File: src/rtl/cal_loader_pkg.sv
package cal_loader_pkg;
    localparam int CAL_CODE_W = 6;
    localparam int CAL_NUM_CH = 8;

    typedef enum logic [1:0] {
        GRD_IDLE = 2'd0,
        GRD_OPEN = 2'd1,
        GRD_TAIL = 2'd2
    } grd_state_e;
endpackage

File: src/rtl/cal_stage.sv
module cal_stage #(
    parameter int CODE_W = 6
) (
    input  logic              clk,
    input  logic              rst_n,
    input  logic              shift_en,
    input  logic              sdin,
    output logic [CODE_W-1:0] stage_o
);
    typedef struct packed {
        logic [CODE_W-1:0] bits;
    } stage_t;

    stage_t st_d, st_q;

    always_comb begin
        st_d = st_q;
        if (shift_en) begin
            st_d.bits = {st_q.bits[CODE_W-2:0], sdin};
        end
    end

    always_ff @(posedge clk or negedge rst_n) begin
        if (!rst_n) begin
            st_q <= '0;
        end else begin
            st_q <= st_d;
        end
    end

    assign stage_o = st_q.bits;
endmodule

File: src/rtl/cal_bank.sv
module cal_bank #(
    parameter int CODE_W = 6,
    parameter int NUM_CH = 8,
    parameter int ADDR_W = 3
) (
    input  logic                     clk,
    input  logic                     rst_n,
    input  logic                     wr_en,
    input  logic [ADDR_W-1:0]        addr,
    input  logic [CODE_W-1:0]        wdata,
    output logic [NUM_CH*CODE_W-1:0] codes_o
);
    typedef struct packed {
        logic [NUM_CH-1:0][CODE_W-1:0] ch;
    } bank_t;

    bank_t bk_d, bk_q;
    logic [NUM_CH-1:0] sel;

    for (genvar g = 0; g < NUM_CH; g++) begin : g_dec
        assign sel[g] = wr_en && (addr == ADDR_W'(g));
    end

    always_comb begin
        bk_d = bk_q;
        for (int i = 0; i < NUM_CH; i++) begin
            if (sel[i]) begin
                bk_d.ch[i] = wdata;
            end
        end
    end

    always_ff @(posedge clk or negedge rst_n) begin
        if (!rst_n) begin
            bk_q <= '0;
        end else begin
            bk_q <= bk_d;
        end
    end

    for (genvar g = 0; g < NUM_CH; g++) begin : g_out
        assign codes_o[g*CODE_W +: CODE_W] = bk_q.ch[g];
    end
endmodule

File: src/rtl/cal_addr_guard.sv
module cal_addr_guard
    import cal_loader_pkg::*;
#(
    parameter int ADDR_W = 3
) (
    input  logic              clk,
    input  logic              rst_n,
    input  logic              shift_en,
    input  logic              wr_en,
    input  logic [ADDR_W-1:0] addr,
    input  logic              viol_clr,
    output logic              viol_o
);
    typedef struct packed {
        grd_state_e        state;
        logic [ADDR_W-1:0] ref_addr;
        logic              wr_prev;
        logic              viol;
    } guard_t;

    guard_t gd_d, gd_q;
    logic   mismatch;
    logic   start;

    assign mismatch = (gd_q.state != GRD_IDLE) && (addr != gd_q.ref_addr);
    assign start    = shift_en || wr_en;

    always_comb begin
        gd_d         = gd_q;
        gd_d.wr_prev = wr_en;
        gd_d.viol    = mismatch || (gd_q.viol && !viol_clr);
        unique case (gd_q.state)
            GRD_IDLE: begin
                if (start) begin
                    gd_d.state    = GRD_OPEN;
                    gd_d.ref_addr = addr;
                end
            end
            GRD_OPEN: begin
                if (!wr_en && gd_q.wr_prev) begin
                    gd_d.state = GRD_TAIL;
                end
            end
            GRD_TAIL: begin
                if (start) begin
                    gd_d.state    = GRD_OPEN;
                    gd_d.ref_addr = addr;
                end else begin
                    gd_d.state = GRD_IDLE;
                end
            end
            default: gd_d.state = GRD_IDLE;
        endcase
    end

    always_ff @(posedge clk or negedge rst_n) begin
        if (!rst_n) begin
            gd_q <= '{state: GRD_IDLE, ref_addr: '0, wr_prev: 1'b0, viol: 1'b0};
        end else begin
            gd_q <= gd_d;
        end
    end

    assign viol_o = gd_q.viol;
endmodule

File: src/rtl/cal_loader.sv
module cal_loader
    import cal_loader_pkg::*;
#(
    parameter int CODE_W = CAL_CODE_W,
    parameter int NUM_CH = CAL_NUM_CH,
    localparam int ADDR_W = $clog2(NUM_CH)
) (
    input  logic                     sclk,
    input  logic                     rst_n,
    input  logic                     sdin,
    input  logic                     shift_en,
    input  logic                     wr_en,
    input  logic [ADDR_W-1:0]        addr,
    input  logic                     viol_clr,
    output logic [NUM_CH*CODE_W-1:0] codes_o,
    output logic                     viol_o
);
    logic [CODE_W-1:0] stage_w;

    cal_stage #(.CODE_W(CODE_W)) u_stage (
        .clk      (sclk),
        .rst_n    (rst_n),
        .shift_en (shift_en),
        .sdin     (sdin),
        .stage_o  (stage_w)
    );

    cal_bank #(.CODE_W(CODE_W), .NUM_CH(NUM_CH), .ADDR_W(ADDR_W)) u_bank (
        .clk     (sclk),
        .rst_n   (rst_n),
        .wr_en   (wr_en),
        .addr    (addr),
        .wdata   (stage_w),
        .codes_o (codes_o)
    );

    cal_addr_guard #(.ADDR_W(ADDR_W)) u_guard (
        .clk      (sclk),
        .rst_n    (rst_n),
        .shift_en (shift_en),
        .wr_en    (wr_en),
        .addr     (addr),
        .viol_clr (viol_clr),
        .viol_o   (viol_o)
    );
endmodule

File: config.mk
export PLATFORM = sky130hd
export DESIGN_NAME = cal_loader
export DESIGN_NICKNAME = d
export VERILOG_FILES = /design/src/rtl/cal_loader_pkg.sv /design/src/rtl/cal_stage.sv /design/src/rtl/cal_bank.sv /design/src/rtl/cal_addr_guard.sv /design/src/rtl/cal_loader.sv
export SDC_FILE = /design/constraint.sdc
export NUM_CORES = 1
export LEC_CHECK = 0
export ABC_AREA = 1
export CAP_MARGIN = 10
export CORE_ASPECT_RATIO = 1.25
export CORE_MARGIN = 5
export CORE_UTILIZATION = 50
export CTS_BUF_LIST = sky130_fd_sc_hd__clkbuf_4
export CTS_CLUSTER_SIZE = 8
export DETAILED_ROUTE_END_ITERATION = 12
export DONT_BUFFER_PORTS = 1
export SYNTH_ARGS = -nofsm -noshare
export SYNTH_HDL_FRONTEND = slang
export SYNTH_SLANG_ARGS = --single-unit
export TNS_END_PERCENT = 5
File: constraint.sdc
create_clock -name sclk -period 2.6 [get_ports sclk]
set_input_delay 0.65 -clock sclk [delete_from_list [all_inputs] [get_ports sclk]]
set_output_delay 0.65 -clock sclk [all_outputs]
set_load 0.005 [all_outputs]
# Word level (Yosys, flattened, before mapping)
# Index checks and enable logic that the tools add are counted.
dict set report totals {
  word_cells 53
  register_bits 61
  inputBits 9
  output_inout_bits 49
}
dict set report op_classes {
  eq_ne 13
  reduce_logical 21
  mux 6
}
# cell n
set ops {}
lappend ops {{$eq 3x3->1 const B} 4}
lappend ops {{$logic_and 1x1->1} 11}
lappend ops {{$eq 3x2->1 const B} 2}
lappend ops {{$ne 2x1->1 const B} 3}
lappend ops {{$pmux 2 s3} 1}
lappend ops {{$pmux 3 s2} 1}
lappend ops {{$mux 5} 1}
lappend ops {{$reduce_bool 2->1} 2}
lappend ops {{$eq 3x1->1 const B} 1}
lappend ops {{$logic_not 3->1} 1}
lappend ops {{$mux 3} 1}
lappend ops {{$ne 3x3->1} 1}
lappend ops {{$reduce_and 3->1} 1}
lappend ops {{$eq 2x1->1 const B} 1}
lappend ops {{$eq 2x2->1 const B} 1}
lappend ops {{$logic_not 1->1} 2}
lappend ops {{$logic_not 2->1} 1}
lappend ops {{$logic_or 1x1->1} 2}
lappend ops {{$mux 2} 1}
lappend ops {{$reduce_and 2->1} 1}
lappend ops {{$mux 1} 1}

# Logic depth before layout (Yosys ltp)
# Gate-level depths: netlist (run 1).
dict set report logic_depth {
  word_depth 4
  mapped_depth 7
  depth_no_buf 7
}

# Modules after synthesis
# A second synthesis (run 1) with hierarchy kept.
dict set report unflattened {
  cells_unflattened 290
  hier_area_um2 2498.6
}
# module cells_each seq_area_each_um2 area_per_inst_um2 instances
set modules_own_cells {}
lappend modules_own_cells {cal_bank 228 1201.2 1953.1 1}
lappend modules_own_cells {cal_addr_guard 37 175.2 324.1 1}
lappend modules_own_cells {cal_stage 25 150.1 221.5 1}

# Least setup slack after synthesis (run 1)
# OpenSTA, ideal clock, no wires.
dict set report synth_timing {
  kind {input to register}
  startpoint {input port wr_en}
  endpoint {register u_bank.bk_q, in the netlist u_bank.codes_o[20]}
  n_path_buf 1
  arrival_ns 1.198
  cell_stages 6
  required_ns 2.476
  slack_ns 1.278
  path_cell_list {inv_1 nor2_2 nand3_1 buf_4 nand2_1 o21ai_2}
}
dict set report synth_between {
  elab_chain_len 1
}
# element line_no
set synth_rtl {}
lappend synth_rtl {{from (decl)} cal_loader.sv:12} ;# input logic wr_en,
lappend synth_rtl {{$logic_and 1x1->1} cal_bank.sv:21} ;# assign sel[g] = wr_en && (addr == ADDR_W'(g));
lappend synth_rtl {{to (signal assigned)} cal_bank.sv:37} ;# bk_q <= bk_d;
lappend synth_rtl {{to (decl)} cal_bank.sv:17} ;# bank_t bk_d, bk_q;
# Every way passes these cells.
# A chain may end at the register's enable or synchronous reset.

# Worst setup path after layout (run 1)
dict set report layout_timing {
  startpoint {register u_bank.bk_q, in the netlist u_bank.codes_o[17]}
  endpoint {output port codes_o[17]}
}
# element line_no
set layout_lines {}
lappend layout_lines {{to (decl)} cal_loader.sv:15} ;# output logic [NUM_CH*CODE_W-1:0] codes_o,
# No word-level cell between the ends.

==> results of run 1 <==
metal layers:
| layer | GRT usage, % | vias to the layer above |
|---|---|---|
| met1 | 20.2 | 725 |
| met2 | 27.3 | 52 |
| li1 | - | 755 |
| met4 | 7.69 | 0 |
| met5 | 0 | - |
| met3 | 8.12 | 8 |
placed cells by master (no fill, tap or decap), types with 2 or more instances in the layout:
master	instances
inv_2	2
dfrtp_1	61
a21oi_1	2
o21ai_1	25
a21oi_2	4
clkinv_2	3
clkbuf_4	11
o21ai_0	21
nand2_1	68
inv_1	14
o21ai_2	6
nor2_1	11
state kept, by name (all words and copies together), names as in the netlist:
register / flops
u_bank.codes_o: 48
u_stage.stage_o: 6
u_guard.viol_o: 1
u_guard.gd_q: 6
worst paths after layout:
check / start / endpoint / slack [ps]
min: rst_n / u_bank.codes_o[44] / 120
max reg2reg: u_stage.stage_o[1] / u_bank.codes_o[1] / 1580
max: u_bank.codes_o[17] / codes_o[17] / 1140
min in group sclk: wr_en / u_guard.gd_q[1] / 290
min reg2reg: u_stage.stage_o[2] / u_stage.stage_o[3] / 480
max in group asynchronous: rst_n / u_bank.codes_o[22] / 2230
final cells by class:
class	count	area (µm²)	share of cell area [%]
Clock buffer	11	82.6	3.35
Clock inverter	3	15.0	0.609
Inverter	16	60.1	2.44
Multi-Input combinational cell	144	681	27.6
Sequential cell	61	1530	61.9
Tap cell	58	72.6	2.94
Timing Repair Buffer	1	27.5	1.12
power by group through the flow:
stage	clock network [mW]	logic [mW]	registers [mW]
after CTS	0.527	0.347	1.32
final	0.504	0.338	1.32
after floorplan	0	0.261	1.29
after detailed placement	0	0.322	1.34
after global routing	0.573	0.391	1.34
after global placement	0	0.303	1.33
synth_stat cells (all sizes together):
library cell,n
buf,8
clkbuf,1
nor2,12
nor4,1
nor3,1
o21ai,52
dfrtp,61
a21oi,6
inv,16
nand3,1
o31ai,1
or2,1
nand2,68
xnor2,1
what timing repair did:
| action | in CTS | in global routing |
|---|---|---|
| gates resized for setup | 0 | 0 |
| endpoints found under the hold margin | 61 | 0 |
| hold buffers | 1 | 0 |
per-stage QoR:
| step | area, µm² | instances |
|---|---|---|
| 6_report | 2460 | 294 |
| 5_1_grt | 2460 | 294 |
| 4_1_cts | 2460 | 294 |
| 3_5_place_dp | 2340 | 279 |
| 3_3_place_gp | 2340 | 279 |
| 2_1_floorplan | 2320 | 230 |
cells by family (layout without fill, tap and decap cells):
group / count (synthesis) / in the layout / synth area share (%)
AND/OR/NAND/NOR: 84 / 84 / 14.5
flip-flops: 61 / 61 / 65.7
AO/OA/AOI/OAI: 59 / 59 / 14.4
buffers and inverters: 25 / 31 / 5.06
XOR/XNOR: 1 / 1 / 0.377
==> flow_metrics.py, run 1 <==
metrics = {
    "outcome": {
        "outcome": "finished clean",
    },
    "power_and_ir_drop": {
        "internal_power_mw": 1.49,
        "clkPwrFrac_pct": 23.4,
        "p_leak_nw": 1.18,
        "switching_share_pct": 31.2,
        "fin_total_pwr_mw": 2.16,
        "combPwrFrac_pct": 15.7,
        "p_switching_mw": 0.672,
        "power_frac_seq_pct": 61.0,
        "ir_worst_vdd_mv": 0.481,
        "power_density_mw_per_mm2": 876,
    },
    "sta": {
        "post-route-period-util_pct": 56.0,
        "setup_tns_ps": 0,
        "grt_setup_unrepaired": "no",
        "whs_ps": 119,
        "drv_slew": 0,
        "finalClockSkew_ps": 9.60,
        "slew_headroom_pct": 65.2,
        "setup_ws_ps": 1140,
        "fmax_mhz": 687,
        "finalHoldViolations": 0,
        "tightest_slew_ps": 521,
        "fin_crit_ps": 1460,
        "setup_violations": 0,
    },
    "job": {
        "cap_viol_max_count": 0,
    },
    "detailed_routing": {
        "highest_layer": "met4",
        "drt_wl_total_um": 5000,
        "vias_per_cell": 5.24,
        "first_iter_violations": 64,
        "dr_wl_met2_um": 2510,
        "drtAntennaViolNets": 0,
        "drcViolationCount": 0,
        "drt-wirelength-per-cell_um": 17.0,
        "route.met3.wl_um": 483,
        "wirelength_met1_um": 1950,
        "firstDrtPassIters": 4,
        "via_count": 1540,
    },
    "clocking": {
        "path_clk_slew_ps": 100,
        "cts_tree": "built",
        "htreeDepth": 3,
        "clock_latency_ps": 390,
        "post-cts-setup-buffers": 0,
        "clockBufferDepth": 2,
        "cts_made_buffers": 9,
        "cts_root_buf": "clkbuf_4",
        "cts.sinks": 61,
    },
    "global_routing": {
        "gr-total-overflow": 0,
        "grt_usage_pct": 17.3,
        "antenna_found_initial": 0,
        "grt_pass1_wl_um": 7850,
        "grt_pass1_vias": 1490,
        "grt_start_max_net_pins": 62,
    },
    "final_layout": {
        "final_nets": 242,
        "area_delta_synth_final_pct": 6.03,
        "post-route-util_pct": 55.3,
        "diodes": 0,
        "drive_gt1_share_pct": 12.7,
        "fillers": 435,
    },
    "critical_path": {
        "critical_path_class": "flip-flop to output pin",
        "cp-end-kind": "output pin",
        "crit_cells": 0,
        "critPathMaxFanout": 2,
        "cp.required_ps": 1950,
        "crit_path_start_kind": "flip-flop",
        "arrival_ps": 810,
        "reg2reg_depth": 2,
    },
    "synth": {
        "yosysWarnings": 0,
        "netlist_area_mm2": 0.00232,
        "synthCells": 230,
        "syn-mean-instance-area_um2": 10.1,
        "synth_fp_nets": 239,
        "synth_top_area_cell": "dfrtp_1",
        "synth_top_area_share_pct": 65.7,
        "synth_area_leaders": "dfrtp_1, nand2_1, o21ai_1, o21ai_0, inv_1",
        "synth.distinct_cells": 21,
        "synth.ff_latch_count": 61,
        "seq_area_frac_synth_pct": 65.7,
    },
    "die": {
        "initial_core_util_pct": 52.1,
        "die-area_mm2": 0.00612,
        "die_w_um": 71.0,
        "fp-row-count": 27,
        "io_pins": 58,
        "die_h_um": 86.2,
        "coreArea_mm2": 0.00446,
    },
    "placement": {
        "hpwlAfterDp_um": 3410,
        "gp_congestion": 0.875,
        "pre_cts_ws_ps": 1020,
        "port_buffers": 0,
    },
    "min_path": {
        "hp-class": "input pin to asynchronous set/reset pin",
    },
}
Power figures use the tool's default switching activity.
==> run 2, diff against run 1 <==
==> constraint.sdc (replaced) <==
create_clock -name sclk -period 1.4 [get_ports sclk]
set_input_delay 0.35 -clock sclk [delete_from_list [all_inputs] [get_ports sclk]]
set_output_delay 0.35 -clock sclk [all_outputs]
set_load 0.005 [all_outputs]
==> run 2 against run 1 <==
Compared with the run above:
- the run now ends with hold timing left
- largest cell class unchanged
- sequential cell count did not move
- critical path depth stayed put
- via count grew 2.4%
- clock skew fell by 2.4 ps
- design area grew 1.4%
- critical endpoint is now codes_o[11]
- combinational power grew 78%
- register-to-register slack got worse by 1200 ps
==> flow_metrics.py, run 2 (same netlist as run 1, synthesis figures left out) <==
metrics = {
    "outcome": {
        "outcome": "finished, violations left",
        "violations": "hold timing",
    },
    "global_routing": {
        "grt_usage_pct": 18.2,
        "grt_start_max_net_pins": 62,
        "grt_pass1_vias": 1586,
        "gr-total-overflow": 0,
        "grt_pass1_wl_um": 8360,
        "antenna_found_initial": 0,
    },
    "sta": {
        "grt_setup_unrepaired": "no",
        "finalClockSkew_ps": 7.23,
        "tightest_slew_ps": 454,
        "setup_violations": 0,
        "fin_crit_ps": 1160,
        "post-route-period-util_pct": 82.8,
        "setup_tns_ps": 0,
        "whs_ps": -357,
        "fmax_mhz": 862,
        "finalHoldViolations": 61,
        "drv_slew": 0,
        "setup_ws_ps": 240,
        "slew_headroom_pct": 69.5,
    },
    "final_layout": {
        "final_nets": 245,
        "largest_reg_flops": 48,
        "area_delta_synth_final_pct": 7.48,
        "stdcell_count": 299,
        "fillers": 414,
        "multi_input_area_um2": 681,
        "drive_gt1_share_pct": 12.4,
        "diodes": 0,
        "mostFrequentLayoutCells": "nand2_1, dfrtp_1, o21ai_1",
        "layout_commonest_cell": "nand2_1",
        "final-seq-area_mm2": 0.00153,
    },
    "critical_path": {
        "r2r-start": "u_stage.stage_o[2]",
        "cp.required_ps": 1050,
        "rr_endpoint": "u_bank.codes_o[26]",
        "crit_path_start_kind": "flip-flop",
        "cp-end-kind": "output pin",
        "arrival_ps": 810,
        "reg2reg_slack_ps": 390,
        "reg2reg_depth": 2,
        "critical_path_class": "flip-flop to output pin",
        "critPathMaxFanout": 2,
    },
    "die": {
        "die-area_mm2": 0.00612,
        "initial_core_util_pct": 52.1,
        "die_w_um": 71.0,
        "die_h_um": 86.2,
        "fp-row-count": 27,
        "coreArea_mm2": 0.00446,
        "io_pins": 58,
    },
    "placement": {
        "pre_cts_ws_ps": 200,
        "placedCellCount": 281,
        "port_buffers": 0,
        "gp_congestion": 0.832,
        "hpwlAfterDp_um": 3510,
    },
    "detailed_routing": {
        "drt_wl_total_um": 5140,
        "vias_per_cell": 5.27,
        "drt-wirelength-per-cell_um": 17.2,
        "drcViolationCount": 0,
        "firstDrtPassIters": 4,
        "via_count": 1577,
        "first_iter_violations": 119,
        "drtAntennaViolNets": 0,
    },
    "clocking": {
        "cts.sinks": 61,
        "post-cts-setup-buffers": 0,
        "ctsResizeCount": 0,
        "clock_latency_ps": 390,
        "clockBufferDepth": 2,
        "path_clk_slew_ps": 100,
        "cts_root_buf": "clkbuf_4",
        "htreeDepth": 3,
        "cts_made_buffers": 9,
        "hold_buffers": 1,
        "cts_tree": "built",
    },
    "power_and_ir_drop": {
        "p_leak_nw": 1.19,
        "power_density_mw_per_mm2": 1670,
        "fin_total_pwr_mw": 4.17,
        "ir_worst_vdd_mv": 0.705,
    },
    "min_path": {
        "hp-class": "input pin to asynchronous set/reset pin",
    },
    "job": {
        "cap_viol_max_count": 0,
    },
}
-- run 2: cell types whose count changed in the layout (fill, tap and decap cells not counted) --
cell,delta
clkinv_1,+3
buf_4,+2
clkbuf_4,-2
dlygate4sd3_1,+2
buf_16,-1
bufinv_16,+1
-- run 2: worst max path at each step --
stage | startpoint | endpoint | slack, ps | cells past startpoint
final | u_bank.codes_o[11] | codes_o[11] | 240 | 0
after global routing | u_bank.codes_o[37] | codes_o[37] | 180 | 0
after CTS | u_bank.codes_o[11] | codes_o[11] | 210 | 0
after detailed placement | addr[0] | u_bank.codes_o[11] | 200 | 5
after global placement | wr_en | u_bank.codes_o[11] | 250 | 5
after floorplan | wr_en | u_bank.codes_o[20] | 380 | 6
-- run 2: power breakdown --
part / internal, mW / switching (mW) / total (mW) / leakage, nW
Combinational: 0.237 / 0.365 / 0.602 / 0.347
Sequential: 2.14 / 0.303 / 2.44 / 0.775
Clock: 0.518 / 0.600 / 1.12 / 0.0720
-- run 2: layer usage --
metal  vias up  wire (µm)  track usage, %  share of wire [%]
met5         -          0               0                  0
met4         0         57            6.67                1.1
met3         5        398            8.24                7.7
met2        46       2490            27.9                 48
met1       767       2190            22.9                 43
li1        759          -               -                  -
-- run 2: area by class of cell --
class	count	share of cell area (%)
clock buffer	9	2.70
tap	58	2.90
inverter	16	2.40
timing repair buffer	4	1.40
clock inverter	7	2.25
multi-input combinational	144	27.2
sequential	61	61.1
-- run 2: metrics by stage --
stage / cell area, µm² / util, %
global placement: 2350 / 52.8
global route: 2500 / 56.0
finish: 2500 / 56.0
floorplan: 2320 / -
detailed placement: 2350 / 52.8
CTS: 2490 / 55.8
==> run 3, diff against run 2 <==
--- a/config.mk
+++ b/config.mk
@@ -14,6 +14,7 @@
 export CTS_CLUSTER_SIZE = 8
 export DETAILED_ROUTE_END_ITERATION = 12
 export DONT_BUFFER_PORTS = 1
+export PLACE_DENSITY = 0.68
 export SYNTH_ARGS = -nofsm -noshare
 export SYNTH_HDL_FRONTEND = slang
 export SYNTH_SLANG_ARGS = --single-unit
==> constraint.sdc (replaced) <==
create_clock -name sclk -period 1.02 [get_ports sclk]
set_input_delay 0.255 -clock sclk [delete_from_list [all_inputs] [get_ports sclk]]
set_output_delay 0.255 -clock sclk [all_outputs]
set_load 0.005 [all_outputs]
==> run 3 against run 2 <==
Compared with the run above:
- the run ends with hold timing, setup timing left
- core utilization increased by 3.0 points
- sequential cell count is the same
- global-route usage down 0.58 points
==> flow_metrics.py, run 3 (same netlist as run 1, synthesis figures left out) <==
metrics = {
    "outcome": {
        "outcome": "finished, violations left",
        "violations": "hold timing, setup timing",
    },
    "die": {
        "coreArea_mm2": 0.00446,
        "fp-row-count": 27,
        "die-area_mm2": 0.00612,
        "die_w_um": 71.0,
        "die_h_um": 86.2,
        "initial_core_util_pct": 52.1,
        "io_pins": 58,
    },
    "sta": {
        "finalHoldViolations": 61,
        "setup_violations": 49,
        "finalClockSkew_ps": 8.98,
        "fmax_mhz": 941,
        "setup_ws_ps": -43.1,
        "fin_crit_ps": 1060,
        "grt_setup_unrepaired": "yes",
        "setup_tns_ps": -1320,
        "slew_headroom_pct": 76.1,
        "drv_slew": 0,
        "post-route-period-util_pct": 104,
        "tightest_slew_ps": 358,
        "whs_ps": -450,
    },
    "detailed_routing": {
        "firstDrtPassIters": 4,
        "drt_wl_total_um": 4940,
        "vias_per_cell": 5.08,
        "first_iter_violations": 73,
        "drtAntennaViolNets": 0,
        "via_count": 1565,
        "drt-wirelength-per-cell_um": 16.0,
        "drcViolationCount": 0,
    },
    "power_and_ir_drop": {
        "power_density_mw_per_mm2": 2110,
        "p_leak_nw": 1.26,
        "fin_total_pwr_mw": 5.55,
        "ir_worst_vdd_mv": 0.783,
    },
    "min_path": {
        "hp-class": "input pin to asynchronous set/reset pin",
    },
    "critical_path": {
        "cp.required_ps": 760,
        "critical_path_class": "flip-flop to output pin",
        "cp-end-kind": "output pin",
        "reg2reg_slack_ps": 90,
        "critPathMaxFanout": 2,
        "crit_path_start_kind": "flip-flop",
        "arrival_ps": 810,
    },
    "final_layout": {
        "post-route-util_pct": 59.0,
        "largest_reg_flops": 48,
        "drive_gt1_share_pct": 16.0,
        "mostFrequentLayoutCells": "nand2_1, dfrtp_1, o21ai_1",
        "area_delta_synth_final_pct": 13.2,
        "layout_commonest_cell": "nand2_1",
        "final_nets": 256,
        "diodes": 0,
    },
    "placement": {
        "port_buffers": 0,
        "gp_congestion": 0.808,
        "hpwlAfterDp_um": 3400,
    },
    "global_routing": {
        "antenna_found_initial": 0,
        "met3_usage_pct": 8.12,
        "grt_usage_pct": 17.7,
        "gr-total-overflow": 0,
        "grt-busiest-layer": "met2",
        "grt_util_met1_pct": 20.2,
        "grt_pass1_wl_um": 8070,
        "use_met2_pct": 28.3,
        "grt_pass1_vias": 1521,
        "grt_start_max_net_pins": 62,
    },
    "clocking": {
        "clockBufferDepth": 2,
        "hold_buffers": 3,
        "path_clk_slew_ps": 100,
        "cts.sinks": 61,
        "clock_latency_ps": 390,
        "cts_tree": "built",
        "post-cts-setup-buffers": 0,
        "cts_root_buf": "clkbuf_4",
        "htreeDepth": 3,
        "cts_made_buffers": 9,
    },
    "job": {
        "cap_viol_max_count": 0,
    },
}
[run 3: changes by cell type in the layout (fill, tap and decap cells not counted)]
cell | before | now
clkbuf_4 | 9 | 10
o21ai_2 | 6 | 7
buf_12 | 0 | 6
dlygate4sd3_1 | 2 | 3
clkinv_2 | 3 | 2
buf_4 | 2 | 6
clkinv_1 | 3 | 2
o21ai_1 | 25 | 24
bufinv_16 | 1 | 0
[run 3: routing by layer]
| layer | up-vias | part of all wire, % |
|---|---|---|
| met1 | 730 | 42 |
| li1 | 787 | - |
| met3 | 10 | 6.1 |
| met2 | 38 | 49 |
| met5 | - | 0 |
| met4 | 0 | 2.5 |
[run 3: cell type report]
cell class                 count  area [µm²]
clock buffer                  10        75.1
clock inverter                 4        17.5
fill                         417        1830
inverter                      16        60.1
multi-input combinational    144         684
sequential                    61        1530
tap                           58        72.6
timing repair buffer          15         195
[run 3: power breakdown]
group / switching [mW] / leakage, nW / total, mW / internal (mW)
Combinational: 0.509 / 0.427 / 0.938 / 0.429
Sequential: 0.406 / 0.775 / 3.35 / 2.94
Clock: 0.786 / 0.0570 / 1.26 / 0.479
[run 3: worst register-to-register path, cell delays in order, from the launching register on]
cell and delay (ps):
dfrtp_1 380, inv_1 280, o21ai_0 150
[run 3: path summary, 6_finish.rpt]
kind	endpoint	from	cells after the start
min in group sclk	u_guard.viol_o	viol_clr	3
worst max-delay path	codes_o[37]	u_bank.codes_o[37]	0
worst min-delay path	u_bank.codes_o[5]	rst_n	0
worst max register to register	u_bank.codes_o[24]	u_stage.stage_o[0]	2
max in group asynchronous	u_bank.codes_o[39]	rst_n	0
worst min register to register	u_stage.stage_o[2]	u_stage.stage_o[1]	2
[run 3: per-stage QoR]
step | instances | hold WS, ps | instance area (µm²) | setup WS (ps)
after floorplan | 230 | -40.6 | 2320 | 93.2
after global placement | 291 | -39.0 | 2500 | 15.3
after detailed placement | 291 | -39.2 | 2500 | -9.89
after CTS | 308 | -476 | 2630 | -74.8
after global routing | 308 | -502 | 2630 | -106
final | 308 | -450 | 2630 | -43.1
[run 3: timing repair]
item                       4_1_cts  5_1_grt
hold endpoints to repair        69       61
setup endpoints to repair       49       53
gates resized for setup          0        1
